File: src/rtl/intc_pkg.sv
package intc_pkg;
    typedef enum logic [1:0] {
        ST_IDLE  = 2'd0,
        ST_OFFER = 2'd1,
        ST_GRANT = 2'd2
    } intc_state_t;

    localparam int NMI_VEC      = 3;
    localparam int IRQ_VEC_BASE = 4;

    localparam logic [1:0] SEL_SENSE  = 2'd0;
    localparam logic [1:0] SEL_ENABLE = 2'd1;
    localparam logic [1:0] SEL_STATUS = 2'd2;
endpackage

File: src/rtl/intc_regs.sv
module intc_regs
    import intc_pkg::*;
#(
    parameter int N_IRQ = 8
) (
    input  logic             clk,
    input  logic             rst_n,
    input  logic             nmi_n,
    input  logic [N_IRQ-1:0] irq_n,
    input  logic [1:0]       reg_sel,
    input  logic             reg_wr,
    input  logic             reg_rd,
    input  logic [N_IRQ-1:0] reg_wdata,
    input  logic             nmi_clr,
    output logic [N_IRQ-1:0] reg_rdata,
    output logic             nmi_pend,
    output logic [N_IRQ-1:0] irq_pend
);
    logic [N_IRQ-1:0] sense_r, enable_r, irq_q, edge_lat, armed;
    logic [N_IRQ-1:0] fall, clr_hit, status_view;
    logic             nmi_q, nmi_lat;
    logic             wr_stat, rd_stat;

    assign wr_stat     = reg_wr && (reg_sel == SEL_STATUS);
    assign rd_stat     = reg_rd && (reg_sel == SEL_STATUS);
    assign fall        = irq_q & ~irq_n;
    assign clr_hit     = {N_IRQ{wr_stat}} & ~reg_wdata & armed;
    assign status_view = (sense_r & edge_lat) | (~sense_r & ~irq_n);
    assign irq_pend    = status_view & enable_r;
    assign nmi_pend    = nmi_lat;

    always_ff @(posedge clk) begin
        if (!rst_n) begin
            sense_r  <= '0;
            enable_r <= '0;
            irq_q    <= '1;
            nmi_q    <= 1'b1;
            nmi_lat  <= 1'b0;
        end else begin
            irq_q <= irq_n;
            nmi_q <= nmi_n;
            if (reg_wr && reg_sel == SEL_SENSE)  sense_r  <= reg_wdata;
            if (reg_wr && reg_sel == SEL_ENABLE) enable_r <= reg_wdata;
            if (nmi_q && !nmi_n)  nmi_lat <= 1'b1;
            else if (nmi_clr)     nmi_lat <= 1'b0;
        end
    end

    genvar gi;
    generate
        for (gi = 0; gi < N_IRQ; gi++) begin : g_line
            always_ff @(posedge clk) begin
                if (!rst_n) begin
                    edge_lat[gi] <= 1'b0;
                    armed[gi]    <= 1'b0;
                end else if (!sense_r[gi]) begin
                    edge_lat[gi] <= 1'b0;
                    armed[gi]    <= 1'b0;
                end else if (fall[gi]) begin
                    edge_lat[gi] <= 1'b1;
                    armed[gi]    <= 1'b0;
                end else if (clr_hit[gi]) begin
                    edge_lat[gi] <= 1'b0;
                    armed[gi]    <= 1'b0;
                end else if (rd_stat && edge_lat[gi]) begin
                    armed[gi]    <= 1'b1;
                end
            end


            edge_keep_chk: assert property (@(posedge clk) disable iff (!rst_n)
                (edge_lat[gi] && sense_r[gi] && !reg_wr) |=> edge_lat[gi]);
        end
    endgenerate

    always_comb begin
        unique case (reg_sel)
            SEL_SENSE:  reg_rdata = sense_r;
            SEL_ENABLE: reg_rdata = enable_r;
            SEL_STATUS: reg_rdata = status_view;
            default:    reg_rdata = '0;
        endcase
    end


    nmi_keep_chk: assert property (@(posedge clk) disable iff (!rst_n)
        (nmi_lat && !nmi_clr) |=> nmi_lat);
endmodule

File: src/rtl/intc_prio.sv
module intc_prio
    import intc_pkg::*;
#(
    parameter int N_IRQ = 8,
    parameter int N_PER = 6,
    parameter int VEC_W = 5
) (
    input  logic             nmi_pend,
    input  logic [N_IRQ-1:0] irq_pend,
    input  logic [N_PER-1:0] per_pend,
    input  logic             imask,
    input  logic             hold,
    output logic             win_any,
    output logic [VEC_W-1:0] win_vec
);
    localparam int PER_VEC_BASE = IRQ_VEC_BASE + N_IRQ;

    always_comb begin
        win_any = 1'b0;
        win_vec = '0;
        if (!hold) begin
            if (!imask) begin
                for (int k = N_PER - 1; k >= 0; k--) begin
                    if (per_pend[k]) begin
                        win_any = 1'b1;
                        win_vec = VEC_W'(PER_VEC_BASE + k);
                    end
                end
                for (int i = N_IRQ - 1; i >= 0; i--) begin
                    if (irq_pend[i]) begin
                        win_any = 1'b1;
                        win_vec = VEC_W'(IRQ_VEC_BASE + i);
                    end
                end
            end
            if (nmi_pend) begin
                win_any = 1'b1;
                win_vec = VEC_W'(NMI_VEC);
            end
        end
    end
endmodule

File: src/rtl/intc_fsm.sv
module intc_fsm
    import intc_pkg::*;
#(
    parameter int VEC_W = 5
) (
    input  logic             clk,
    input  logic             rst_n,
    input  logic             win_any,
    input  logic [VEC_W-1:0] win_vec,
    input  logic             cpu_ack,
    input  logic             mask_op,
    input  logic             op_done,
    output logic             req_o,
    output logic [VEC_W-1:0] vec_o,
    output logic             set_mask_o,
    output logic             nmi_clr,
    output logic             hold_any,
    output intc_state_t      state_o
);
    intc_state_t state, nxt;
    logic        hold_q;

    assign hold_any = hold_q || mask_op;
    assign state_o  = state;
    assign nmi_clr  = (state == ST_OFFER) && cpu_ack && (vec_o == VEC_W'(NMI_VEC));

    always_comb begin
        nxt = state;
        unique case (state)
            ST_IDLE:  if (win_any) nxt = ST_OFFER;
            ST_OFFER: begin
                if (cpu_ack)       nxt = ST_GRANT;
                else if (!win_any) nxt = ST_IDLE;
            end
            ST_GRANT: nxt = ST_IDLE;
            default:  nxt = ST_IDLE;
        endcase
    end

    always_ff @(posedge clk) begin
        if (!rst_n) state <= ST_IDLE;
        else        state <= nxt;
    end

    always_ff @(posedge clk) begin
        if (!rst_n) begin
            req_o      <= 1'b0;
            vec_o      <= '0;
            set_mask_o <= 1'b0;
            hold_q     <= 1'b0;
        end else begin
            req_o      <= (nxt == ST_OFFER);
            set_mask_o <= (state == ST_OFFER) && cpu_ack;
            if (nxt == ST_OFFER) vec_o <= win_vec;
            if (mask_op)      hold_q <= 1'b1;
            else if (op_done) hold_q <= 1'b0;
        end
    end


    grant_pulse_chk: assert property (@(posedge clk) disable iff (!rst_n)
        (state == ST_OFFER && cpu_ack) |=> (set_mask_o && !req_o));

    vec_frozen_chk: assert property (@(posedge clk) disable iff (!rst_n)
        set_mask_o |-> $stable(vec_o));

    hold_quiet_chk: assert property (@(posedge clk) disable iff (!rst_n)
        (state == ST_IDLE && hold_any) |=> !req_o);
endmodule

File: src/rtl/intc_top.sv
module intc_top
    import intc_pkg::*;
#(
    parameter int N_IRQ = 8,
    parameter int N_PER = 6,
    parameter int VEC_W = 5
) (
    input  logic             clk,
    input  logic             rst_n,
    input  logic             nmi_n,
    input  logic [N_IRQ-1:0] irq_n,
    input  logic [N_PER-1:0] per_req,
    input  logic             cpu_imask,
    input  logic             cpu_mask_op,
    input  logic             cpu_op_done,
    input  logic             cpu_ack,
    output logic             int_req,
    output logic [VEC_W-1:0] int_vec,
    output logic [VEC_W:0]   int_vaddr,
    output logic             set_imask,
    input  logic [1:0]       reg_sel,
    input  logic             reg_wr,
    input  logic             reg_rd,
    input  logic [N_IRQ-1:0] reg_wdata,
    output logic [N_IRQ-1:0] reg_rdata
);
    logic             nmi_pend, nmi_clr, win_any, hold_any;
    logic [N_IRQ-1:0] irq_pend;
    logic [VEC_W-1:0] win_vec;
    intc_state_t      state;

    intc_regs #(.N_IRQ(N_IRQ)) u_regs (
        .clk(clk), .rst_n(rst_n), .nmi_n(nmi_n), .irq_n(irq_n),
        .reg_sel(reg_sel), .reg_wr(reg_wr), .reg_rd(reg_rd),
        .reg_wdata(reg_wdata), .nmi_clr(nmi_clr), .reg_rdata(reg_rdata),
        .nmi_pend(nmi_pend), .irq_pend(irq_pend)
    );

    intc_prio #(.N_IRQ(N_IRQ), .N_PER(N_PER), .VEC_W(VEC_W)) u_prio (
        .nmi_pend(nmi_pend), .irq_pend(irq_pend), .per_pend(per_req),
        .imask(cpu_imask), .hold(hold_any),
        .win_any(win_any), .win_vec(win_vec)
    );

    intc_fsm #(.VEC_W(VEC_W)) u_fsm (
        .clk(clk), .rst_n(rst_n), .win_any(win_any), .win_vec(win_vec),
        .cpu_ack(cpu_ack), .mask_op(cpu_mask_op), .op_done(cpu_op_done),
        .req_o(int_req), .vec_o(int_vec), .set_mask_o(set_imask),
        .nmi_clr(nmi_clr), .hold_any(hold_any), .state_o(state)
    );

    assign int_vaddr = {int_vec, 1'b0};


    nmi_first_chk: assert property (@(posedge clk) disable iff (!rst_n)
        (state == ST_IDLE && nmi_pend && !hold_any) |=> (int_req && int_vec == VEC_W'(NMI_VEC)));

    mask_block_chk: assert property (@(posedge clk) disable iff (!rst_n)
        ($rose(int_req) && $past(cpu_imask)) |-> (int_vec == VEC_W'(NMI_VEC)));
endmodule

File: config.mk
export PLATFORM = sky130hd
export DESIGN_NAME = intc_top
export DESIGN_NICKNAME = d
export VERILOG_FILES = /design/src/rtl/intc_pkg.sv /design/src/rtl/intc_regs.sv /design/src/rtl/intc_prio.sv /design/src/rtl/intc_fsm.sv /design/src/rtl/intc_top.sv
export SDC_FILE = /design/constraint.sdc
export NUM_CORES = 1
export LEC_CHECK = 0
export BUFFER_PORTS_ARGS = -buffer_cell sky130_fd_sc_hd__clkbuf_2
export CORE_MARGIN = 2
export CORE_UTILIZATION = 30
export CTS_CLUSTER_DIAMETER = 200
export DETAILED_ROUTE_END_ITERATION = 8
export RECOVER_POWER = 25
export SLEW_MARGIN = 20
export SYNTH_ARGS = -nofsm -noshare
export SYNTH_HDL_FRONTEND = slang
export SYNTH_SLANG_ARGS = --single-unit
File: constraint.sdc
create_clock -name clk -period 1.9 [get_ports clk]
set_clock_uncertainty 0.2 [all_clocks]
set_input_delay 0.19 -clock clk [delete_from_list [all_inputs] [get_ports clk]]
set_output_delay 0.19 -clock clk [all_outputs]
set_load 0.02 [all_outputs]
# After elaboration in Yosys (flattened, before gate mapping)
# Index checks and enable logic that the tools add are counted.
op_classes:
  n_eq_ne: 5
  muxes: 59
  reduce_logical: 45
  bitwise_logic: 19
ops:
  columns: ["operator", "n"]
  rows:
  - ["$mux 5", 17]
  - ["$and 8x8->8", 6]
  - ["$mux 1", 37]
  - ["$reduce_or 4->1", 8]
  - ["$not 8->8", 3]
  - ["$pmux 8 s3", 1]
  - ["$reduce_bool 2->1", 10]
  - ["$reduce_and 2->1", 8]
  - ["$logic_and 1x1->1", 15]
  - ["$not 1->1", 9]
  - ["$or 8x8->8", 1]
  - ["$eq 2x1->1 const B", 3]
  - ["$mux 2", 3]
  - ["$eq 5x2->1 const B", 1]
  - ["$logic_not 2->1", 2]
  - ["$pmux 2 s2", 1]
  - ["$eq 2x2->1 const B", 1]
  - ["$logic_not 1->1", 1]
  - ["$logic_or 1x1->1", 1]
word_totals:
  input_bits: 33
  output_inout_bits: 21
  ff_bits: 52
  wordCells: 154

# Logic depth before layout (Yosys ltp)
depth:
  depth_word: 21
  depth_mapped: 6
  mapped_depth_nobuf: 6

# Cells and area by module
# A second synthesis with hierarchy kept.
hier_totals:
  hier_cells: 322
  area_unflattened_um2: 2643.8
modules_own_cells:
  columns: ["module", "area_per_inst_um2", "cells_each", "n_inst"]
  rows:
  - ["intc_regs", 2008.2, 241, 1]
  - ["intc_fsm", 384.1, 39, 1]
  - ["intc_prio", 202.7, 35, 1]
  - ["intc_top", 48.8, 7, 1]

# Least setup slack after synthesis
# OpenSTA, ideal clock, no wires.
synth_timing:
  path_type: "reg-to-reg"
  startpoint: "register u_fsm.state[0] (netlist: u_fsm.state_o[0])"
  endpoint: "register u_fsm.vec_o[1]"
  setup_ns: 0.074
  slack_ns: 0.112
  stages_incl_launch_ff: 5
  t_required_ns: 1.626
  t_arrival_ns: 1.514
  path_cell_list: "dfxtp_1 > a2111oi_4 > nand2b_2 > or4_1 > a31oi_1"
synth_between:
  elab_chain_cells: 4
  elab_cells_between_ends: 7
synth_lines:
  columns: ["element", "line_no", "text"]
  rows:
  - ["start, declared", "intc_fsm.sv:20", "intc_state_t state, nxt;"]
  - ["start signal, assigned", "intc_fsm.sv:42", "else state <= nxt;"]
  - ["$mux 2", "intc_fsm.sv:33", "else if (!win_any) nxt = ST_IDLE;"]
  - ["$mux 2", "intc_fsm.sv:32", "if (cpu_ack) nxt = ST_GRANT;"]
  - ["$pmux 2 s2 (*)", "intc_fsm.sv:29", "unique case (state)"]
  - ["$eq 2x1->1 (*)", "intc_fsm.sv:54", "if (nxt == ST_OFFER) vec_o <= win_vec;"]
  - ["end signal, assigned", "intc_fsm.sv:54", null]
  - ["end, declared", "intc_fsm.sv:14", "output logic [VEC_W-1:0] vec_o,"]
# Every way passes the cells marked *; elsewhere a longest branch is shown, timed or not.
# A chain may end at the register's enable or synchronous reset.

# Final worst setup path
layout_timing:
  startpoint: "register u_regs.sense_r[3]"
  endpoint: "register u_fsm.req_o"
layout_between:
  elab_chain_cells: 15
  elab_cells_between_ends: 17
layout_lines:
  columns: ["element", "line_no", "text"]
  rows:
  - ["start, declared", "intc_regs.sv:19", "logic [N_IRQ-1:0] sense_r, enable_r, irq_q, edge_lat, armed;"]
  - ["start signal, assigned", "intc_regs.sv:42", "if (reg_wr && reg_sel == SEL_SENSE) sense_r <= reg_wdata;"]
  - ["$not 8->8", "intc_regs.sv:28", "assign status_view = (sense_r & edge_lat) | (~sense_r & ~irq_n);"]
  - ["$and 8x8->8", "intc_regs.sv:28", null]
  - ["$or 8x8->8 (*)", "intc_regs.sv:28", null]
  - ["$and 8x8->8 (*)", "intc_regs.sv:29", "assign irq_pend = status_view & enable_r;"]
  - ["$mux 1 (*) (4 in a row)", "intc_prio.sv:30", "if (irq_pend[i]) begin"]
  - ["$mux 1 (*)", "intc_prio.sv:22", "if (!imask) begin"]
  - ["$mux 1 (*)", "intc_prio.sv:36", "if (nmi_pend) begin"]
  - ["$mux 1 (*)", "intc_prio.sv:21", "if (!hold) begin"]
  - ["$mux 2", "intc_fsm.sv:33", null]
  - ["$mux 2", "intc_fsm.sv:32", null]
  - ["$pmux 2 s2 (*)", "intc_fsm.sv:29", null]
  - ["$eq 2x1->1 (*)", "intc_fsm.sv:52", "req_o <= (nxt == ST_OFFER);"]
  - ["end signal, assigned", "intc_fsm.sv:52", null]
  - ["end, declared", "intc_fsm.sv:13", "output logic req_o,"]
# Marks and branches as above.

==> results.md <==
* Hold Startpoint: irq_n[6]
* ANT nets after route at 0
* # DRC at 0
* Max Cap Violations at 0
* # rows at 33
* Share of cells above drive strength 1 at about 28%
* Initial drt markers at 158
* Critical path class: flop to flop
* Grt total ovfl at 0
* Worst Setup Start Kind: flop
* Initial antenna violation count at 0
* Crit share post-route at approximately 97%
* Synthesized area at between 2000 and 3000 µm²
* CTS clk-pin slew, worst paths at around 0.090 ns
* DRT Pass-1 Iters at 4
* I/O Buffers at between 50 and 60
* Synth Flop Type: dfxtp_1
* Reg-to-reg slack, setup at approximately 0.06 ns
* Arrival @ worst endpoint at 1.82 ns
* Vias per cell at between 4 and 5
* CTS buffer count at 5
* Clk_lat worst skew at 0.30 ns
* H-Tree Level Count at 2
* Period minus WS final at approximately 1.8 ns
* Core Footprint at 8180 µm²
* Clk root buf: clkbuf_8
* HPWL after detailed placement at approximately 5000 µm
* Vias in the first global route at about 2500
* Avg Synthesized Cell Area at approximately 8.0 µm²
* Post-Synth Simple-Gate Area at roughly 30%
* Crit path capture type: flop
* Met1 wire length at between 3000 and 4000 µm
* Total GRT Usage at between 15 and 20%
* Placed Cells at 480
* Setup TNS at 0 ns
* Synth Area in XOR/XNOR at 0%
* Design Power at between 0.002 and 0.0025 W
* N_diodes at 0
* Compound-gate portion of the synthesized area at about a fifth
* Fillers at about 840
* CTS tree: yes
* Least-Margin Pin Slew at about 0.78 ns
* Area of the multi-input gates at around 1500 µm²
* Final hold vios at 0
* Die area at ~9000 µm²
* Fin. max-slew vios at 0
* DR WL met3 at around 420 µm
* Multiplexer share of the synthesized area at under 10%
* Reg area at around 1100 µm²
* Seq/Total Area, Yosys at 41.4%
* Design area at ~3500 µm²
* Post-DP Area at slightly above 3000 µm²
* RSZ-0062 raised after global routing: yes
* Post-synth EDFFs at 0
* Max_slew headroom at between 40% and 50%
* Routed vias at roughly 2500
* Top Layer Used: met4
* Total wire length at 6970 µm
* Routed wire length on met2 at about 3100 µm
* Avg WL per Cell at around 14 µm
* Crit-path max FO at 6
* Clock sink count at 52
* Area grow syn2layout at 38.4%
* Die X at 95.5 µm
* Final Non-Filler Cells at between 500 and 600
* Synthesis warning total at 0
* Adder-cell share of the synthesized area at 0%
* FF-to-FF Start: u_regs.sense_r[3]$_SDFFE_PN0P_
* Fmax at around 540 MHz
* FF+latch count, synth at 52
* I/O pins at between 50 and 60
* Largest family of logic cells by synthesized area: simple AND/OR/NAND/NOR gates
* CTS Buffer Depth at 2
* Mapped Cells at ~320
* Nets@finish at 440
* Setup-failing EPs final at 0
* Peak supply drop at about 0.43 mV
* Routability cong. at around 0.85
* Crit path from: u_regs.sense_r[3]$_SDFFE_PN0P_
* Power density cells at roughly 700 nW/µm²
* Yosys cell types at 45
* Leak at 1.33 nW
* Syn Nets at approximately 350
* Starting Density at a little under a third
* Hold Path Class: primary input to flop
* Critical Path RT at ~1.9 ns
* Ys async rst share at 0%
* Status: completed
* Largest net degree at the start of global routing at 22
* Die Y at 95.5 µm
* First-pass GRT wire length at 11400 µm
[synthesized netlist by cell type (all sizes together) (2+ instances only)]
library cell | count | area (µm²)
nand2b | 16 | 103
a211oi | 7 | 52.6
buf | 8 | 53.8
dfxtp | 52 | 1040
inv | 7 | 26.3
a31oi | 4 | 25.0
a221oi | 2 | 17.5
o31a | 6 | 52.6
nor4 | 2 | 27.5
nor3b | 2 | 20.0
nand3b | 9 | 67.6
nor2b | 11 | 68.8
nor2 | 39 | 146
nand2 | 37 | 139
nand4 | 3 | 18.8
mux2i | 8 | 80.1
nand3 | 11 | 55.1
o22ai | 2 | 12.5
clkbuf | 9 | 33.8
o21ai | 35 | 186
or2 | 2 | 12.5
nor3 | 4 | 20.0
and2 | 6 | 37.5
a21oi | 20 | 100
[area by class of cell]
type / count / area share, %
repair buffers: 102 / 19.5
multi-input cells: 238 / 41.9
clock buffers: 7 / 2.77
clock inverters: 1 / 0.863
well taps: 105 / 3.78
flip-flops and latches: 52 / 30.3
inverters: 8 / 0.863
[timing repair]
| action | CTS | global route |
|---|---|---|
| hold buffers | 20 | 0 |
| pin swaps | 1 | 14 |
| endpoints found under the setup margin | 5 | 12 |
| hold endpoints to repair | 29 | 0 |
| gates resized for setup | 0 | 37 |
| setup buffers | 1 | 4 |
[worst max-delay path, cell delays in order (launching register included)]
cell and delay (ns):
dfxtp_2 0.34, and2_4 0.15, o21ai_4 0.15, nand4_1 0.18
nor4_4 0.44, buf_4 0.20, a221oi_2 0.05
[stage by stage]
stage | worst slack (ns) | hold slack (ns) | utilization [%]
6_report | 0.0610 | 0.0587 | 42.6
5_1_grt | -0.0905 | 0.0672 | 42.6
4_1_cts | 0.00452 | 0.0371 | 41.0
3_5_place_dp | -0.0107 | 0.188 | 36.9
3_3_place_gp | 0.000269 | 0.187 | 36.9
2_1_floorplan | 0.112 | 0.0915 | -
[registers in the layout, indices dropped and copies added (netlist names)]
name and flops:
u_regs.armed 8, u_regs.edge_lat 8, u_regs.enable_r 8, u_regs.irq_q 8
u_regs.sense_r 8, u_fsm.vec_o 5, u_fsm.state_o 2, u_fsm.hold_q 1
u_fsm.req_o 1, u_fsm.set_mask_o 1, u_regs.nmi_pend 1, u_regs.nmi_q 1
[path summary, 6_finish.rpt]
kind / endpoint / cells after the start
max: u_fsm.req_o$_SDFF_PN0_ / 6
min: u_regs.armed[6]$_SDFFE_PP0P_ / 3
max reg2reg: u_fsm.req_o$_SDFF_PN0_ / 6
min reg2reg: u_regs.nmi_pend$_SDFFE_PN0P_ / 2
[cells by family after synthesis]
| logic type | count (synthesis) |
|---|---|
| AOI/OAI and AO/OA | 82 |
| buffers and inverters | 25 |
| DFF | 52 |
| muxes | 8 |
| other | 1 |
| and+or+nand+nor | 147 |
[power breakdown]
group	internal (W)	switching (W)	leakage, nW
clock	0.000465	0.000360	0.0645
combinational	0.000173	0.000216	0.832
sequential	0.00112	0.0000275	0.429
[metal layers]
layer / GRT usage (%) / up-vias
li1: - / 1276
met1: 22.1 / 1167
met2: 25.2 / 73
met3: 2.92 / 8
met4: 5.12 / 0
met5: 0 / -
[placed cells by master, fill, tap and decap left out, types with 6 or more instances in the layout]
cell type / instances
nor2_1: 39
nand3b_1: 9
o31a_1: 6
inv_1: 6
nand2b_1: 14
clkbuf_2: 41
a211oi_1: 7
nand3_1: 10
nor2b_1: 11
mux2i_1: 8
o21ai_1: 8
buf_4: 27
dfxtp_1: 43
clkbuf_1: 11
dlygate4sd3_1: 20
clkbuf_8: 7
o21ai_0: 21
dfxtp_2: 8
nand2_1: 36
a21oi_1: 20
(Power assumes the default switching activity.)
